### src/rtl/swb_pkg.sv
package swb_pkg;
    localparam int TW = 24;
    typedef logic [TW-1:0] tick_t;

    typedef enum logic [1:0] {
        OP_RESET = 2'b00,
        OP_WR1   = 2'b01,
        OP_WR0   = 2'b10,
        OP_READ  = 2'b11
    } op_e;

    typedef enum logic [2:0] {
        ST_IDLE,
        ST_PRE_REC,
        ST_RST_LOW,
        ST_PRES_WIN,
        ST_PRES_REC,
        ST_SLOT,
        ST_SLOT_REC
    } state_e;

    typedef struct packed {
        tick_t rst_low;
        tick_t pres_win;
        tick_t pres_rec;
        tick_t slot_len;
        tick_t w1_low;
        tick_t w0_low;
        tick_t rd_low;
        tick_t rd_sample;
        tick_t rec_min;
        tick_t rec_ext;
    } tset_t;

    // Microseconds to ticks; overdrive divides by ten and rounds up.
    function automatic tick_t scale(int unsigned us, int unsigned tpu, bit od);
        int unsigned raw;
        raw = us * tpu;
        if (od) return tick_t'((raw + 9) / 10);
        return tick_t'(raw);
    endfunction
endpackage

### src/rtl/swb_sync.sv
module swb_sync #(
    parameter int STAGES  = 2,
    parameter bit RST_VAL = 1'b1
) (
    input  logic clk,
    input  logic rst_n,
    input  logic d,
    output logic q
);
    logic [STAGES-1:0] chain;

    always_ff @(posedge clk or negedge rst_n) begin
        if (!rst_n) chain <= {STAGES{RST_VAL}};
        else        chain <= {chain[STAGES-2:0], d};
    end

    assign q = chain[STAGES-1];
endmodule

### src/rtl/swb_timing.sv
module swb_timing
    import swb_pkg::*;
#(
    parameter int unsigned TPU          = 200,
    parameter int unsigned RST_LOW_US   = 480,
    parameter int unsigned PRES_WIN_US  = 300,
    parameter int unsigned PRES_REC_US  = 180,
    parameter int unsigned SLOT_US      = 65,
    parameter int unsigned W1_LOW_US    = 6,
    parameter int unsigned W0_LOW_US    = 60,
    parameter int unsigned RD_LOW_US    = 6,
    parameter int unsigned RD_SAMPLE_US = 15,
    parameter int unsigned REC_US       = 5
) (
    input  logic  od,
    output tset_t tset
);
    tset_t sets [2];

    for (genvar g = 0; g < 2; g++) begin : g_mode
        localparam bit    OD   = (g == 1);
        localparam tick_t RECM = scale(REC_US, TPU, OD);
        assign sets[g] = '{
            rst_low:   scale(RST_LOW_US,   TPU, OD),
            pres_win:  scale(PRES_WIN_US,  TPU, OD),
            pres_rec:  scale(PRES_REC_US,  TPU, OD),
            slot_len:  scale(SLOT_US,      TPU, OD),
            w1_low:    scale(W1_LOW_US,    TPU, OD),
            w0_low:    scale(W0_LOW_US,    TPU, OD),
            rd_low:    scale(RD_LOW_US,    TPU, OD),
            rd_sample: scale(RD_SAMPLE_US, TPU, OD),
            rec_min:   RECM,
            rec_ext:   tick_t'((5 * int'(RECM) + 1) / 2)
        };
    end

    assign tset = sets[od];
endmodule

### src/rtl/swb_slot_fsm.sv
module swb_slot_fsm
    import swb_pkg::*;
(
    input  logic       clk,
    input  logic       rst_n,
    input  logic       cmd_valid,
    output logic       cmd_ready,
    input  logic [1:0] cmd_op,
    input  logic       cmd_od,
    input  logic       cmd_ext,
    input  logic       line_s,
    input  tset_t      tset,
    output logic       od_q,
    output logic       drive_low,
    output logic       done,
    output logic       result
);
    state_e state, state_n;
    tick_t  cnt;
    op_e    op_q;
    logic   ext_q;
    logic   done_n, drive_n;
    tick_t  pre_len, low_len;
    logic   accept;

    assign accept    = cmd_valid && (state == ST_IDLE);
    assign cmd_ready = (state == ST_IDLE);
    assign pre_len   = (od_q || ext_q) ? tset.rec_ext : tset.rec_min;

    always_comb begin
        unique case (op_q)
            OP_WR1:  low_len = tset.w1_low;
            OP_WR0:  low_len = tset.w0_low;
            OP_READ: low_len = tset.rd_low;
            default: low_len = '0;
        endcase
    end

    // Next state and done
    always_comb begin
        state_n = state;
        done_n  = 1'b0;
        unique case (state)
            ST_IDLE:
                if (accept) state_n = (op_e'(cmd_op) == OP_RESET) ? ST_PRE_REC : ST_SLOT;
            ST_PRE_REC:
                if (cnt == pre_len - 1'b1) state_n = ST_RST_LOW;
            ST_RST_LOW:
                if (cnt == tset.rst_low - 1'b1) state_n = ST_PRES_WIN;
            ST_PRES_WIN:
                if (cnt == tset.pres_win - 1'b1) state_n = ST_PRES_REC;
            ST_PRES_REC:
                if (cnt == tset.pres_rec - 1'b1) begin
                    state_n = ST_IDLE;
                    done_n  = 1'b1;
                end
            ST_SLOT:
                if (cnt == tset.slot_len - 1'b1) state_n = ST_SLOT_REC;
            ST_SLOT_REC:
                if (cnt == tset.rec_min - 1'b1) begin
                    state_n = ST_IDLE;
                    done_n  = 1'b1;
                end
            default: state_n = ST_IDLE;
        endcase
    end

    // Output decode
    always_comb begin
        unique case (state)
            ST_RST_LOW: drive_n = 1'b1;
            ST_SLOT:    drive_n = (cnt < low_len);
            default:    drive_n = 1'b0;
        endcase
    end

    // State register and captured command
    always_ff @(posedge clk or negedge rst_n) begin
        if (!rst_n) begin
            state     <= ST_IDLE;
            cnt       <= '0;
            op_q      <= OP_RESET;
            od_q      <= 1'b0;
            ext_q     <= 1'b0;
            done      <= 1'b0;
            drive_low <= 1'b0;
            result    <= 1'b0;
        end else begin
            state     <= state_n;
            cnt       <= (state_n != state) ? '0 : cnt + 1'b1;
            done      <= done_n;
            drive_low <= drive_n;
            if (accept) begin
                op_q  <= op_e'(cmd_op);
                od_q  <= cmd_od;
                ext_q <= cmd_ext;
            end
            if (state == ST_PRES_WIN && cnt == (tset.pres_win >> 1))
                result <= ~line_s;
            if (state == ST_SLOT && cnt == tset.rd_sample)
                result <= line_s;
        end
    end

    p_accept_leaves_idle_r1: assert property (@(posedge clk) disable iff (!rst_n)
        cmd_valid && cmd_ready |=> !cmd_ready);

    p_done_single_r2: assert property (@(posedge clk) disable iff (!rst_n)
        done |=> !done);

    p_done_ends_busy_r2: assert property (@(posedge clk) disable iff (!rst_n)
        done |-> cmd_ready);

    p_mode_held_r9: assert property (@(posedge clk) disable iff (!rst_n)
        !cmd_ready |=> $stable(od_q));

    p_idle_released_r10: assert property (@(posedge clk) disable iff (!rst_n)
        cmd_ready |-> !drive_low);

    p_reset_pulls_r6: assert property (@(posedge clk) disable iff (!rst_n)
        (state == ST_RST_LOW && cnt != '0) |-> drive_low);
endmodule

### src/rtl/swb_slot_engine.sv
module swb_slot_engine
    import swb_pkg::*;
#(
    parameter int unsigned TICKS_PER_US = 200,
    parameter int unsigned RST_LOW_US   = 480,
    parameter int unsigned PRES_WIN_US  = 300,
    parameter int unsigned PRES_REC_US  = 180,
    parameter int unsigned SLOT_US      = 65,
    parameter int unsigned W1_LOW_US    = 6,
    parameter int unsigned W0_LOW_US    = 60,
    parameter int unsigned RD_LOW_US    = 6,
    parameter int unsigned RD_SAMPLE_US = 15,
    parameter int unsigned REC_US       = 5,
    parameter int          SYNC_STAGES  = 2
) (
    input  logic       clk,
    input  logic       rst_n,
    input  logic       cmd_valid,
    output logic       cmd_ready,
    input  logic [1:0] cmd_op,
    input  logic       cmd_overdrive,
    input  logic       cmd_ext_rec,
    input  logic       bus_line_in,
    output logic       bus_pull_low,
    output logic       done,
    output logic       result
);
    logic  line_s;
    logic  od_q;
    tset_t tset;

    swb_sync #(.STAGES(SYNC_STAGES), .RST_VAL(1'b1)) u_sync (
        .clk   (clk),
        .rst_n (rst_n),
        .d     (bus_line_in),
        .q     (line_s)
    );

    swb_timing #(
        .TPU          (TICKS_PER_US),
        .RST_LOW_US   (RST_LOW_US),
        .PRES_WIN_US  (PRES_WIN_US),
        .PRES_REC_US  (PRES_REC_US),
        .SLOT_US      (SLOT_US),
        .W1_LOW_US    (W1_LOW_US),
        .W0_LOW_US    (W0_LOW_US),
        .RD_LOW_US    (RD_LOW_US),
        .RD_SAMPLE_US (RD_SAMPLE_US),
        .REC_US       (REC_US)
    ) u_timing (
        .od   (od_q),
        .tset (tset)
    );

    swb_slot_fsm u_fsm (
        .clk       (clk),
        .rst_n     (rst_n),
        .cmd_valid (cmd_valid),
        .cmd_ready (cmd_ready),
        .cmd_op    (cmd_op),
        .cmd_od    (cmd_overdrive),
        .cmd_ext   (cmd_ext_rec),
        .line_s    (line_s),
        .tset      (tset),
        .od_q      (od_q),
        .drive_low (bus_pull_low),
        .done      (done),
        .result    (result)
    );
endmodule

### config.mk
export PLATFORM = sky130hd
export DESIGN_NAME = swb_slot_engine
export DESIGN_NICKNAME = d
export VERILOG_FILES = /design/src/rtl/swb_pkg.sv /design/src/rtl/swb_sync.sv /design/src/rtl/swb_timing.sv /design/src/rtl/swb_slot_fsm.sv /design/src/rtl/swb_slot_engine.sv
export SDC_FILE = /design/constraint.sdc
export NUM_CORES = 1
export LEC_CHECK = 0
export CORE_UTILIZATION = 30
export CTS_CLUSTER_SIZE = 14
export DETAILED_ROUTE_END_ITERATION = 10
export GPL_TIMING_DRIVEN = 0
export SETUP_SLACK_MARGIN = 0.2
export SYNTH_ARGS = -nofsm -noshare
export SYNTH_HDL_FRONTEND = slang
export SYNTH_HIERARCHICAL = 1
export SYNTH_SLANG_ARGS = --single-unit
### constraint.sdc
create_clock -name clk -period 6.4 [get_ports clk]
set_clock_uncertainty 0.1 [all_clocks]
set_input_delay 1.28 -clock clk [delete_from_list [all_inputs] [get_ports clk]]
set_output_delay 1.28 -clock clk [all_outputs]
set_load 0.005 [all_outputs]
==> metrics.cfg, run 1 <==
[run_status]
outcome = finished with violations
failed_checks = DRC

[cts]
cts_resized = 0
h-tree-depth = 2
cts_max_path_buffers = 2
cts_root_buffer = clkbuf_16
postCtsHoldBufs = 0
post_cts_buffers = 0
clkTransAtPathRegs_ps = 60
clock-sinks = 36
cts_tree = yes
cts_buffers = 5
insertion_delay_ps = 290

[power_and_ir_drop]
power.total_uw = 1360
p_leak_uw = 0.00496
peakVddDrop_uv = 120
pwr_density_cell_nw_per_um2 = 109

[min_path]
hp-class = reg2reg

[route]
drtAntennaViolNets = 0
wl_um = 35200
dr_total_vias = 10700
first_pass_iters = 8
post-route-drc-count = 3
drt_iter0_markers = 865
viasPerCell = 5.06
wl_per_cell_um = 16.7

[synthesis]
synth-compound-area-share_pct = 15.6
ys_seq_area_share_pct = 8.30
syn_area_um2 = 10900
synth_flop_cell = dfrtp_1
synthXorXnorAreaFrac_pct = 19.9
synth_adder_area_share_pct = 3.54
syn_area_per_cell_um2 = 7.52
synth_top_family_by_area = simple AND/OR/NAND/NOR gates
yosys.area_share.simple_pct = 25.8
synth_cell_types = 87
yosys_warnings = 6
synth_mux_area_share_pct = 5.98
netlist_instances = 1447
synth_edf_count = 0
async_reset_ff_share_pct = 100
ys_seq_elements = 36

[worst_setup_path]
path_common_cell = nor4_1
path_class = reg2reg
worstPathArrival_ps = 5610
crit_slowest_cell = dfrtp_1
slowest_delay_ps = 1200
path_max_fanout = 38
worstPathCellList = inv_2, buf_4, clkbuf_1, nor3_1, nand2b_1, a2111oi_0, o2111ai_1, nor4_1, nand4_1, nor2_1, o21a_2, buf_6, nor4_1
cp-end-kind = flop
startpoint_type = flop
required_ps = 6430

[timing]
drv_slew = 0
period_share_pct = 87.2
min_period_ps = 5580
hold_viol = 0
slew_headroom_pct = 14.0
fmax_mhz = 179
grt_setup_unrepaired = no
worst_pin_slew_ps = 1290
setup_viol = 0
finalSetupTns_ps = 0

[global_route]
grt_max_degree = 39
grt_pass1_vias = 9852
antenna_found_initial = 2
overflow = 0
grt_use_total_pct = 19.0
grt_pass1_wl_um = 54700

[place]
gp_congestion = 0.933
post-dp-hpwl_um = 26500
port_buffers = 11

[floorplanning]
initial_utilization_pct = 30.5
core_area_um2 = 35700
die_h_um = 192
die-area_um2 = 37000
io_pins = 12
die_w_um = 192
row_count = 69

[cells_and_area]
layout-drive-gt1-share_pct = 20.1
antenna-diode-count = 0
final_common_cell = buf_4
area_growth_pct = 14.5
nets = 1683
layout_common_cells = 240 x buf_4, 182 x conb_1, 141 x xnor2_1

[run]
cap_viol_max_count = 0

## flip-flops by register name, summed over array words and instances (netlist names)
signal / count
u_fsm/cnt: 24
u_fsm/state: 3
u_fsm/op_q: 2
u_sync/chain: 2
u_fsm/done: 1
u_fsm/drive_low: 1
u_fsm/ext_q: 1
u_fsm/od_q: 1
u_fsm/result: 1
## where the power goes
part           total [µW]  internal [µW]  switching, µW
sequential            282            244           38.2
clock                 368            263            105
combinational         708            309            399
## kinds of logic (layout without fill, tap and decap cells)
kind of cell	after synthesis	count (layout)
compound gates	237	237
fa+ha+maj	31	31
xor+xnor	247	247
simple gates	484	484
flops	36	36
other cells	2	182
mux	61	61
buf+inv	349	368
## path summary, 6_finish.rpt
check                                   to  slack (ps)  cells past startpoint       startpoint
hold / removal             u_sync/chain[1]         250                      0  u_sync/chain[0]
setup / recovery              u_fsm/cnt[0]         820                     13       u_fsm/od_q
min in group asynchronous    u_fsm/op_q[0]        1000                      1            rst_n
setup reg to reg              u_fsm/cnt[0]         820                     13       u_fsm/od_q
max in group asynchronous    u_fsm/cnt[10]        4650                      1            rst_n
hold reg to reg            u_sync/chain[1]         250                      0  u_sync/chain[0]
## layout make-up
type,count,area [µm²]
multi-input cells,1242,8390
clock inverters,3,90.1
repair buffers,11,105
fillers,3750,23200
flip-flops and latches,36,903
inverters,31,116
clock buffers,5,125
plain buffers,318,2150
well taps,461,577
## layer usage
layer	part of all wire (%)	GRT usage, %	up-vias
met1	47	26.1	5028
met4	1.6	3.69	0
met2	46	32.2	357
met5	0	0	-
li1	-	-	5243
met3	5.8	1.56	36
## synth_stat cells (8+ instances only)
cell type | number | area share (%)
xnor2_1 | 141 | 11
buf_1 | 16 | 0.55
nor3b_1 | 8 | 0.55
buf_4 | 240 | 17
clkbuf_1 | 47 | 1.6
o21ai_0 | 33 | 1.5
nand3_1 | 36 | 1.7
o2111ai_1 | 8 | 0.64
nand2b_1 | 8 | 0.46
nor3_1 | 49 | 2.3
or4_1 | 12 | 0.83
xor2_1 | 106 | 8.5
o211ai_1 | 15 | 1.0
mux2_2 | 32 | 3.3
nor2_1 | 95 | 3.3
mux2i_1 | 29 | 2.7
or3_1 | 19 | 1.1
a22oi_1 | 27 | 1.9
nand4_1 | 37 | 2.1
a21oi_1 | 36 | 1.7
inv_1 | 31 | 1.1
and3_1 | 16 | 0.92
buf_2 | 9 | 0.41
dfrtp_1 | 34 | 7.8
o21a_1 | 9 | 0.62
nand2_1 | 39 | 1.3
a31oi_1 | 13 | 0.75
and2_1 | 9 | 0.52
a211oi_1 | 13 | 0.90
a21o_1 | 12 | 0.83
ha_1 | 30 | 3.4
nor4_1 | 70 | 4.0
nor2b_1 | 18 | 1.0
and4_1 | 9 | 0.72
nand4b_1 | 12 | 0.97
## through the flow
stage / cells / worst slack [ps] / util, % / hold WS [ps] / area, µm²
2_1_floorplan: 1627 / 2230 / - / 245 / 11600
3_3_place_gp: 2099 / 384 / 34.3 / 246 / 12200
3_5_place_dp: 2099 / 906 / 34.3 / 247 / 12200
4_1_cts: 2107 / 868 / 34.9 / 256 / 12500
5_1_grt: 2107 / 454 / 34.9 / 260 / 12500
6_report: 2107 / 817 / 34.9 / 255 / 12500
## worst max-delay path: cells and delay by family (launching register included)
family | cells | cell delay, ps
compound gates | 3 | 1280
simple gates | 6 | 1320
flops | 1 | 1200
buf+inv | 4 | 1510
No activity file was read; power rests on OpenSTA's default activity.
==> inputs of run 2 (changes only) <==
- ABC_CLOCK_PERIOD_IN_PS: not set -> 6400
- CORE_UTILIZATION: 30 -> 58
- HOLD_SLACK_MARGIN: not set -> 0.03
- PLACE_DENSITY: not set -> 0.74
==> metrics.cfg, run 2 (synthesis results as in run 1) <==
[run_status]
outcome = finished, final reports clean  ; was finished with violations

[cells_and_area]
top_register = u_fsm/cnt  ; unchanged
nets = 1683  ; unchanged
fin_cells = 1875  ; was 2107
largest_reg_flops = 24  ; unchanged
layout-drive-gt1-share_pct = 20.0  ; was 20.1%
antenna-diode-count = 0  ; unchanged
area_growth_pct = 11.1  ; was 14.5%
postLayoutCellArea_um2 = 12100  ; was 12500 µm²
final_common_cell = buf_4  ; unchanged
reg.largest.list = u_fsm/cnt x24, u_fsm/state x3  ; unchanged
layout_common_cells = 240 x buf_4, 182 x conb_1, 141 x xnor2_1  ; unchanged

[timing]
slew_headroom_pct = 13.5  ; was 14.0%
setup_viol = 0  ; unchanged
grt_setup_unrepaired = no  ; unchanged
fmax_mhz = 182  ; was 179 MHz
period_share_pct = 85.8  ; was 87.2%
min_period_ps = 5490  ; was 5580 ps
hold_viol = 0  ; unchanged
worst_slack_ps = 907  ; was 817 ps
finalSetupTns_ps = 0  ; unchanged
drv_slew = 0  ; unchanged
worst_pin_slew_ps = 1300  ; was 1290 ps

[cts]
postCtsHoldBufs = 0  ; unchanged
cts_resized = 0  ; unchanged
cts_root_buffer = clkbuf_16  ; unchanged
cts_tree = yes  ; unchanged
insertion_delay_ps = 290  ; about the same
cts_buffers = 5  ; unchanged
clkTransAtPathRegs_ps = 60  ; about the same
cts_max_path_buffers = 2  ; unchanged
clock-sinks = 36  ; unchanged
post_cts_buffers = 0  ; unchanged
h-tree-depth = 2  ; unchanged

[global_route]
grt_pass1_vias = 9781  ; was 9852
overflow = 0  ; unchanged
antenna_found_initial = 0  ; was 2
grt_max_degree = 39  ; unchanged
grt_use_total_pct = 34.3  ; was 19.0%
grt_pass1_wl_um = 52300  ; was 54700 µm

[route]
dr_total_vias = 10600  ; was 10700
viasPerCell = 5.64  ; was 5.06
wl_per_cell_um = 17.6  ; was 16.7 µm
first_pass_iters = 7  ; was 8
drt_iter0_markers = 946  ; was 865
drtAntennaViolNets = 0  ; unchanged
post-route-drc-count = 0  ; was 3
wl_um = 33000  ; was 35200 µm

[worst_setup_path]
cp-end-kind = flop  ; unchanged
required_ps = 6420  ; was 6430 ps
worstPathArrival_ps = 5520  ; was 5610 ps
startpoint_type = flop  ; unchanged
path_max_fanout = 38  ; unchanged
path_class = reg2reg  ; unchanged

[floorplanning]
die-area_um2 = 19300  ; was 37000 µm²
core_area_um2 = 18100  ; was 35700 µm²
row_count = 49  ; was 69
initial_utilization_pct = 60.0  ; was 30.5%
die_h_um = 139  ; was 192 µm
io_pins = 12  ; unchanged
die_w_um = 139  ; was 192 µm

[place]
dp.cells = 1867  ; was 2099
post-dp-hpwl_um = 25000  ; was 26500 µm
pre_cts_slack_ps = 1020  ; was 906 ps
post_dp_cell_area_um2 = 11900  ; was 12200 µm²
port_buffers = 11  ; unchanged
gp_congestion = 0.978  ; was 0.933

[min_path]
hp-class = reg2reg  ; unchanged

[power_and_ir_drop]
power.total_uw = 1230  ; was 1360 µW
peakVddDrop_uv = 94.5  ; was 120 µV
pwr_density_cell_nw_per_um2 = 102  ; was 109 nW/µm²
p_leak_uw = 0.00492  ; was 0.00496 µW

[run]
cap_viol_max_count = 0  ; unchanged

run 2: layer usage:
layer	vias up	wire, µm	track usage [%]
li1	5235	-	-
met1	4859	14600	46.5
met2	419	14400	55.9
met3	67	2610	2.59
met4	0	1360	14.7
met5	-	0	0
run 2: area by class of cell:
type,instances,area [µm²]
Clock inverter,1,8.76
Multi-Input combinational cell,1242,8390
Sequential cell,36,903
Fill cell,1679,6060
Inverter,31,116
Tap cell,229,287
Buffer,318,2150
Timing Repair Buffer,11,105
Clock buffer,7,133
run 2: report_power, final:
part           leakage (µW)  internal, µW  switching, µW  total, µW
Combinational       0.00442           308            396        704
Clock             0.0000681           145           98.2        244
Sequential         0.000433           244           35.7        280
run 2: worst paths after layout:
check	from	end	slack (ps)	depth (start not counted)
min in group asynchronous	rst_n	u_fsm/drive_low	1010	1
max in group asynchronous	rst_n	u_fsm/state[1]	4640	1
worst min register to register	u_sync/chain[0]	u_sync/chain[1]	260	0
worst max register to register	u_fsm/od_q	u_fsm/cnt[0]	910	13
worst max-delay path	u_fsm/od_q	u_fsm/cnt[0]	910	13
worst min-delay path	u_sync/chain[0]	u_sync/chain[1]	260	0
run 2: critical path: stages (launching register included):
cell and delay, ps:
dfrtp_1 1200, inv_2 710, buf_4 330, clkbuf_1 170, nor4_1 600, o211ai_1 180, a2111oi_0 780, o2111ai_1 200
nor4_1 220, nand4_1 200, nor2_1 130, o21a_2 250, buf_6 180, nor4_1 60
run 2: stage by stage:
stage / utilization (%) / hold slack, ps
4_1_cts: 66.6 / 260
6_report: 66.6 / 258
3_3_place_gp: 65.9 / 250
5_1_grt: 66.6 / 266
2_1_floorplan: - / 245
3_5_place_dp: 65.8 / 250
==> inputs of run 3 (changes only) <==
- CTS_BUF_LIST: not set -> sky130_fd_sc_hd__clkbuf_4
==> metrics.cfg, run 3 (synthesis results as in run 1) <==
[worst_setup_path]
r2r-start = u_fsm/od_q  ; unchanged
worstPathCellList = inv_2, buf_4, clkbuf_1, nor3_1, nand2b_1, a2111oi_0, o2111ai_1, nor4_1, nand4_1, nor2_1, o21a_2, buf_6, nor4_1  ; was inv_2, buf_4, clkbuf_1, nor4_1, o211ai_1, a2111oi_0, o2111ai_1, nor4_1, nand4_1, nor2_1, o21a_2, buf_6, nor4_1
path_common_cell = nor4_1  ; unchanged
path_max_fanout = 38  ; unchanged
required_ps = 6520  ; was 6420 ps
path_class = reg2reg  ; unchanged
ff2ff_setup_slack_ps = 870  ; was 910 ps
worstPathArrival_ps = 5650  ; was 5520 ps
cp-end-kind = flop  ; unchanged
slowest_delay_ps = 1230  ; was 1200 ps
path_buf_inv = 4  ; unchanged
crit_slowest_cell = dfrtp_1  ; unchanged
rr_endpoint = u_fsm/cnt[0]  ; unchanged
startpoint_type = flop  ; unchanged
reg2reg_depth = 13  ; unchanged
critical_path.top_delay_family = buffers and inverters  ; was compound AO/OA/AOI/OAI gates
cp.depth = 13  ; unchanged

[global_route]
overflow = 0  ; unchanged
antenna_found_initial = 1  ; was 0
grt_pass1_wl_um = 52200  ; was 52300 µm
grt_use_total_pct = 34.2  ; was 34.3%
grt_max_degree = 39  ; unchanged
grt_pass1_vias = 9773  ; was 9781

[run_status]
outcome = finished, final reports clean  ; unchanged

[route]
first_pass_iters = 7  ; unchanged
drt_iter0_markers = 887  ; was 946
viasPerCell = 5.63  ; was 5.64
wl_per_cell_um = 17.5  ; was 17.6 µm
post-route-drc-count = 0  ; unchanged
wl_um = 32900  ; was 33000 µm
dr_total_vias = 10600  ; about the same
drtAntennaViolNets = 0  ; unchanged

[cells_and_area]
postLayoutCellArea_um2 = 12000  ; was 12100 µm²
area_growth_pct = 10.4  ; was 11.1%
top_register = u_fsm/cnt  ; unchanged
nets = 1683  ; unchanged
final_common_cell = buf_4  ; unchanged
nFillCells = 1688  ; was 1679
layout-drive-gt1-share_pct = 20.1  ; was 20.0%
layout_common_cells = 240 x buf_4, 182 x conb_1, 141 x xnor2_1  ; unchanged
reg.largest.list = u_fsm/cnt x24, u_fsm/state x3  ; unchanged
largest_reg_flops = 24  ; unchanged

[floorplanning]
row_count = 49  ; unchanged
die_w_um = 139  ; unchanged
initial_utilization_pct = 60.0  ; unchanged
die-area_um2 = 19300  ; unchanged
io_pins = 12  ; unchanged
die_h_um = 139  ; unchanged
core_area_um2 = 18100  ; unchanged

[min_path]
hp-class = reg2reg  ; unchanged
hold_depth = 0  ; unchanged
min_from = u_sync/chain[0]  ; unchanged
hold_end = u_sync/chain[1]  ; unchanged

[cts]
h-tree-depth = 2  ; unchanged
cts_max_path_buffers = 2  ; unchanged
clock-sinks = 36  ; unchanged
cts_root_buffer = clkbuf_4  ; was clkbuf_16
cts_tree = yes  ; unchanged
cts_buffers = 5  ; unchanged
insertion_delay_ps = 370  ; was 290 ps
post_cts_buffers = 0  ; unchanged
cts_resized = 0  ; unchanged
clkTransAtPathRegs_ps = 130  ; was 60 ps
postCtsHoldBufs = 0  ; unchanged

[power_and_ir_drop]
pwr_density_cell_nw_per_um2 = 93.1  ; was 102 nW/µm²
p_leak_uw = 0.00489  ; was 0.00492 µW
peakVddDrop_uv = 89.4  ; was 94.5 µV

[place]
port_buffers = 11  ; unchanged
gp_congestion = 0.978  ; unchanged
pre_cts_slack_ps = 1020  ; unchanged
post_dp_cell_area_um2 = 11900  ; unchanged
post-dp-hpwl_um = 25000  ; unchanged

[timing]
setup_viol = 0  ; unchanged
grt_setup_unrepaired = no  ; unchanged
hold_viol = 0  ; unchanged
drv_slew = 0  ; unchanged
finalSetupTns_ps = 0  ; unchanged
period_share_pct = 86.4  ; was 85.8%
slew_headroom_pct = 13.3  ; was 13.5%
fmax_mhz = 181  ; was 182 MHz
min_period_ps = 5530  ; was 5490 ps
worst_pin_slew_ps = 1300  ; about the same
worst_slack_ps = 870  ; was 907 ps

[run]
cap_viol_max_count = 0  ; unchanged

[run 3: changes by cell type in the layout (fill, tap and decap cells not counted)]
cell / delta
diode_2: +1
clkbuf_1: -2
clkbuf_4: +7
clkbuf_16: -5
[run 3: routing by layer]
metal / track usage, % / part of all wire (%) / up-vias
met5: 0 / 0 / -
met4: 14.8 / 4.4 / 0
met3: 2.18 / 7.5 / 73
met2: 55.7 / 44 / 412
met1: 46.7 / 45 / 4847
li1: - / - / 5233
[run 3: worst reg2reg max path: cells and delay by family (launching register included)]
| family | cells | cell delay [ps] |
|---|---|---|
| compound gates | 3 | 1270 |
| buf+inv | 4 | 1460 |
| flops | 1 | 1230 |
| simple gates | 6 | 1340 |
[run 3: how the worst max path moves through the flow]
stage | from | to | slack (ps)
after global placement | u_fsm/od_q | u_fsm/cnt[0] | 500
final | u_fsm/od_q | u_fsm/cnt[0] | 870
after detailed placement | u_fsm/od_q | u_fsm/cnt[0] | 1020
after floorplan | u_fsm/od_q | u_fsm/cnt[0] | 2230
after global routing | u_fsm/od_q | u_fsm/cnt[8] | 630
after CTS | u_fsm/od_q | u_fsm/cnt[0] | 1000
[run 3: power by group]
group	internal, µW	switching (µW)
Clock	52.6	84.2
Sequential	244	36.0
Combinational	308	394
Total	604	514
[run 3: through the flow]
step                std cells  total power, µW  util, %  hold WS, ps
detailed placement       1867              948     65.8          250
floorplan                1627              804        -          245
global placement         1867              940     65.9          250
global route             1876             1200     66.2          275
CTS                      1875             1090     66.2          268
finish                   1876             1120     66.2          267
[run 3: area by class of cell]
cell class | instances | area (µm²) | share of cell area [%]
flip-flops and latches | 36 | 903 | 7.52
diodes | 1 | 2.50 | 0.0208
well taps | 229 | 287 | 2.39
multi-input cells | 1242 | 8390 | 69.8
clock inverters | 1 | 8.76 | 0.0729
repair buffers | 11 | 105 | 0.875
inverters | 31 | 116 | 0.969
plain buffers | 318 | 2150 | 17.9
clock buffers | 7 | 52.6 | 0.437
